[src/rtl/tw_bank_regs.sv]
module tw_bank_regs #(
  parameter int NBANK = 3,
  parameter int NSLOT = 16
) (
  input  logic                     clk,
  input  logic                     rst_n,
  input  logic                     ser_clk,
  input  logic                     rw_sel,
  input  logic                     data_in,
  output logic                     data_out,
  output logic                     data_oe,
  input  logic                     irq_in,
  input  logic [15:0]              meas_count,
  input  logic                     ovf_flag,
  input  logic                     afc_flag,
  input  logic [7:0]               station_stat,
  input  logic                     flag_cnt,
  input  logic                     flag_afc,
  input  logic                     flag_fs,
  output logic [1:0]               bank,
  output logic [NBANK*NSLOT*8-1:0] ctrl_regs
);
  localparam int NREG = NBANK * NSLOT;
  localparam int IW   = $clog2(NREG);

  typedef enum logic [1:0] {PH_ADDR, PH_DATA, PH_RD} phase_t;

  phase_t     phase;
  logic [2:0] cnt;
  logic [7:0] shreg, addr_q, rd_val;
  logic       ser_q, rw_q, irq_mode;
  logic [7:0] rf [NREG];

  wire        ser_rise  = ser_clk & ~ser_q;
  wire        rw_fall   = ~rw_sel & rw_q;
  wire [7:0]  shin      = {shreg[6:0], data_in};
  wire        rd_active = (phase == PH_RD);
  wire        ph_addr   = (phase == PH_ADDR);
  wire        wr_commit = ~irq_mode & (phase == PH_DATA) & ser_rise & rw_sel & (cnt == 3'd7);
  wire [IW-1:0] widx    = IW'({bank - 2'd1, addr_q[3:0]});

  function automatic logic wr_ok(input logic [1:0] b, input logic [7:0] a);
    if (a[7:4] != 4'd0) return 1'b0;
    case (b)
      2'd1:    return (a[3:0] >= 4'd2 && a[3:0] <= 4'd6) || a[3:0] == 4'd8 || a[3:0] == 4'd9;
      2'd2:    return a[3:0] >= 4'd2 && a[3:0] <= 4'd11;
      2'd3:    return a[3:0] >= 4'd2 && a[3:0] <= 4'd4;
      default: return 1'b0;
    endcase
  endfunction

  always_comb begin
    rd_val = 8'h00;
    if (bank == 2'd1 && addr_q[7:4] == 4'd0) begin
      case (addr_q[3:0])
        4'h0:    rd_val = 8'h07;
        4'hA:    rd_val = meas_count[7:0];
        4'hB:    rd_val = meas_count[15:8];
        4'hC:    rd_val = {4'hD, 2'b11, ovf_flag, afc_flag};
        4'hD:    rd_val = station_stat;
        4'hE:    rd_val = {2'b11, flag_cnt, 1'b0, flag_afc, 2'b00, flag_fs};
        default: rd_val = 8'h00;
      endcase
    end
  end

  always_ff @(posedge clk) begin
    if (!rst_n) begin
      phase    <= PH_ADDR;
      cnt      <= 3'd0;
      shreg    <= 8'h00;
      addr_q   <= 8'h00;
      irq_mode <= 1'b0;
      ser_q    <= 1'b0;
      rw_q     <= 1'b0;
    end else begin
      ser_q <= ser_clk;
      rw_q  <= rw_sel;
      if (irq_mode) begin
        if (ser_rise) irq_mode <= 1'b0;
      end else begin
        case (phase)
          PH_ADDR: if (ser_rise && rw_sel) begin
            shreg <= shin;
            if (cnt == 3'd7) begin
              addr_q <= shin;
              phase  <= PH_DATA;
              cnt    <= 3'd0;
            end else cnt <= cnt + 3'd1;
          end
          PH_DATA: if (rw_fall && cnt == 3'd0) begin
            shreg <= rd_val;
            phase <= PH_RD;
          end else if (ser_rise && rw_sel) begin
            shreg <= shin;
            if (cnt == 3'd7) begin
              phase <= PH_ADDR;
              cnt   <= 3'd0;
              if (bank == 2'd1 && addr_q == 8'h0F) irq_mode <= 1'b1;
            end else cnt <= cnt + 3'd1;
          end
          PH_RD: if (ser_rise) begin
            shreg <= {shreg[6:0], 1'b0};
            if (cnt == 3'd7) begin
              phase <= PH_ADDR;
              cnt   <= 3'd0;
            end else cnt <= cnt + 3'd1;
          end
          default: phase <= PH_ADDR;
        endcase
      end
    end
  end

  always_ff @(posedge clk) begin
    if (!rst_n) begin
      bank <= 2'd1;
      for (int i = 0; i < NREG; i++) rf[i] <= 8'h00;
    end else if (wr_commit) begin
      if (addr_q == 8'h01) begin
        if (shin == 8'h01 || shin == 8'h02 || shin == 8'h03) bank <= shin[1:0];
      end else if (wr_ok(bank, addr_q)) begin
        rf[widx] <= shin;
      end
    end
  end

  for (genvar g = 0; g < NREG; g++) begin : g_flat
    assign ctrl_regs[g*8 +: 8] = rf[g];
  end

  assign data_oe  = irq_mode | rd_active;
  assign data_out = irq_mode ? (irq_in ^ rf[8][3]) : shreg[7];
endmodule

[config.mk]
export PLATFORM = sky130hd
export DESIGN_NAME = tw_bank_regs
export DESIGN_NICKNAME = d
export VERILOG_FILES = /design/src/rtl/tw_bank_regs.sv
export SDC_FILE = /design/constraint.sdc
export NUM_CORES = 1
export LEC_CHECK = 0
export ABC_AREA = 1
export BUFFER_PORTS_ARGS = -buffer_cell sky130_fd_sc_hd__buf_2
export CAP_MARGIN = 25
export CORE_UTILIZATION = 30
export DETAILED_ROUTE_END_ITERATION = 10
export SLEW_MARGIN = 30
export SYNTH_ARGS = -nofsm -noshare
export SYNTH_HDL_FRONTEND = slang
export SYNTH_SLANG_ARGS = --single-unit
[constraint.sdc]
create_clock -name clk -period 2.2 [get_ports clk]
set_input_delay 0.22 -clock clk [delete_from_list [all_inputs] [get_ports clk]]
set_output_delay 0.22 -clock clk [all_outputs]
set_load 0.02 [all_outputs]
==> results.json <==
{
  "routed_wl_um": 40300,
  "fmax_mhz": 474,
  "syn_inst": 960,
  "row_count": 80,
  "worstSetupPathType": "reg2reg",
  "grt_pass1_wl_um": 57900,
  "min_from": "meas_count[7]",
  "cts_buffer_depth": 3,
  "ys_seq_elements": 410,
  "ff2ff_path_depth": 13,
  "start_util_pct": 30.6,
  "dr.pass1.iters": 5,
  "r2r_setup_slack_ns": 0.09,
  "clkLatencyLatePin_ns": 0.56,
  "critPathBufInv": 4,
  "wl_per_cell_um": 17.1,
  "multi_input_area_sq_um": 3110,
  "cts_tree": "yes",
  "grt_usage_pct": 15.8,
  "cp-end-kind": "flip-flop",
  "whs_ns": 0.0904,
  "avgViaCountPerCell": 4.16,
  "grt_pass1_vias": 9513,
  "layout-drive-gt1-share_pct": 36.1,
  "setup_tns_ns": 0,
  "io_buffers": 422,
  "clkTransAtPathRegs_ns": 0.07,
  "n_fill_cell": 4391,
  "finalHoldViolCount": 0,
  "final-setup-viol-count": 0,
  "yosysWarnings": 0,
  "worstMarginPinSlew_ns": 0.639,
  "yosysSeqAreaShare_pct": 82.2,
  "timing.rr.end": "rf[36][1]",
  "hold_class": "in2reg",
  "fin_crit_ns": 2.11,
  "powerDensity_nw_per_um2": 882,
  "syn_avg_cell_area_sq_um": 15.3,
  "rsz0062_at_grt": "true",
  "mappedNetlistArea_sq_um": 14700,
  "cpLargestDelayFamily": "simple AND/OR/NAND/NOR gates",
  "cp_max_fo": 6,
  "outcome": "completed",
  "worstPathArrival_ns": 2.39,
  "gp_congestion": 0.851,
  "cts.sinks": 410,
  "die-area_sq_um": 49800,
  "whs_path_depth": 5,
  "slowest_stage": "dfxtp_2",
  "htree_num_levels": 2,
  "cp-start-kind": "flip-flop",
  "die_h_um": 223,
  "min_to": "shreg[7]",
  "worstPathRequired_ns": 2.48,
  "max_slew_margin_pct": 57.2,
  "overflow": 0,
  "syn2layout_area_growth_pct": 40.7,
  "grt_max_degree": 65,
  "r2r_start": "cnt[1]",
  "ant_nets": 0,
  "slowest_delay_ns": 0.36,
  "io-pin-count": 423,
  "num-nets-final": 1751,
  "hpwl_um": 29000,
  "ff_latch_area_sq_um": 12100,
  "cap_viol_max_count": 0,
  "synthDistinctLibCells": 29,
  "max-vdd-ir-drop_mv": 0.418,
  "insertedDiodeCount": 0,
  "numCtsBuffers": 44,
  "cpMostUsedCell": "buf_12",
  "coreArea_sq_um": 47900,
  "fin_worst_skew_ns": 0.0103,
  "vias": 9805,
  "die_w_um": 223,
  "leakage_nw": 8.83,
  "post-route-period-util_pct": 96.0,
  "utilization_pct": 43.0,
  "cp_cell_sequence": "ha_4 -> ha_1 -> inv_1 -> nor2_2 -> nand2_1 -> nor2_1 -> nand3_1 -> nor2_4 -> buf_12 -> buf_12 -> nand3_2 -> nand2_2 -> buf_4",
  "antenna_found_initial": 0,
  "drc": 0,
  "drv_slew": 0,
  "drt_iter0_markers": 559,
  "root_buffer": "clkbuf_16"
}
cells in the mapped netlist, drive strengths merged:
cell | n | area share, %
a211oi | 1 | 0.051
nor3 | 5 | 0.24
o21bai | 1 | 0.051
nor2 | 196 | 5.1
nand2 | 93 | 2.4
nand3 | 57 | 2.3
inv | 78 | 2.0
nor4 | 1 | 0.043
xnor2 | 1 | 0.060
buf | 9 | 0.51
nand4 | 18 | 1.9
o21ai | 23 | 0.78
nand2b | 1 | 0.043
o211ai | 3 | 0.15
conb | 1 | 0.026
clkbuf | 26 | 0.67
ha | 7 | 0.60
a21oi | 28 | 0.96
and3 | 1 | 0.043
edfxtp | 384 | 79
dfxtp | 26 | 3.5
worst min-delay path, stage by stage:
cell	delay [ns]
buf_2	0.08
nand3_1	0.07
nand3_1	0.07
o21ai_0	0.07
a21oi_1	0.11
flip-flops by register name, indices dropped and copies added, names as in the netlist:
register and flops:
rf 384, addr_q 8, shreg 8, cnt 3, bank 2, phase 2, irq_mode 1, rw_q 1
ser_q 1
cells by family (layout without fill, tap and decap cells):
kind of cell	Yosys count	in the layout	share of synthesized area, %
other	1	224	0.0256
adder cells (fa/ha/maj)	7	7	0.597
flip-flops	410	410	82.2
AO/OA/AOI/OAI	56	56	2.00
AND/OR/NAND/NOR	372	372	12.0
buffers and inverters	113	674	3.17
XOR/XNOR	1	1	0.0597
worst max path at each step:
stage / from / to / slack (ns) / cells after the start
6_report: cnt[1] / rf[36][1] / 0.09 / 13
5_1_grt: cnt[1] / rf[36][1] / -0.06 / 13
4_1_cts: cnt[1] / rf[5][7] / 0.0002 / 11
3_5_place_dp: cnt[1] / rf[23][6] / 0.01 / 11
3_3_place_gp: cnt[0] / rf[8][6] / 0.06 / 11
2_1_floorplan: cnt[0] / rf[27][0] / 0.06 / 11
layer usage:
metal	share of wire [%]	track usage [%]	vias up	routed length, um
li1	-	-	4656	-
met5	0	0	-	0
met4	2.5	4.76	0	1020
met1	38	17.9	4661	15200
met3	9.7	5.81	65	3930
met2	50	27.5	423	20100
where the power goes:
part	internal, mW	leakage [nW]	total (mW)	switching (mW)
Clock	4.57	0.721	7.62	3.05
Combinational	0.386	4.05	1.45	1.07
Sequential	9.00	4.06	9.13	0.126
stage by stage:
step	instances	setup WS (ns)	cell area, sq um	total power [mW]
after CTS	2353	0.000204	20400	18.4
final	2359	0.0890	20600	18.2
after floorplan	1183	0.0642	15500	10.1
after global placement	2269	0.0585	18900	10.7
after global routing	2359	-0.0623	20600	18.8
after detailed placement	2269	0.0115	18900	10.7
layout by cell type, fill, tap and decap left out, types with 3 or more instances in the layout:
cell / netlist / layout
a21oi_1: 28 / 28
o211ai_1: 3 / 3
clkinv_1: 0 / 9
conb_1: 1 / 224
buf_12: 0 / 4
nand3_2: 9 / 9
dfxtp_1: 26 / 24
nand3_1: 48 / 48
nand2_4: 0 / 12
inv_1: 75 / 75
nor2_2: 3 / 3
dlygate4sd3_1: 0 / 3
nand4_4: 11 / 11
inv_6: 0 / 3
nor3_1: 3 / 3
nand2_2: 0 / 8
nor2_1: 193 / 192
nand2_1: 93 / 73
clkbuf_16: 0 / 47
buf_4: 3 / 82
clkinv_2: 0 / 7
nand4_1: 7 / 7
inv_2: 3 / 3
edfxtp_1: 384 / 384
clkbuf_1: 26 / 7
bufinv_16: 0 / 7
buf_2: 3 / 421
ha_1: 7 / 6
o21ai_0: 23 / 23
buf_6: 2 / 3
final cells by class:
type / count / share of cell area, %
flip-flops and latches: 410 / 58.4
multi-input cells: 660 / 15.1
repair buffers: 515 / 14.1
clock buffers: 52 / 5.59
well taps: 615 / 3.73
clock inverters: 29 / 1.60
inverters: 78 / 1.42
timing repair:
item | CTS | global route
hold buffers | 3 | 0
pin swaps | 0 | 3
setup buffers | 0 | 4
cloned | 0 | 2
endpoints found under the setup margin | 40 | 162
resized for setup | 5 | 35
endpoints found under the hold margin | 5 | 0
Note: power is estimated with default switching activity, not from simulation.
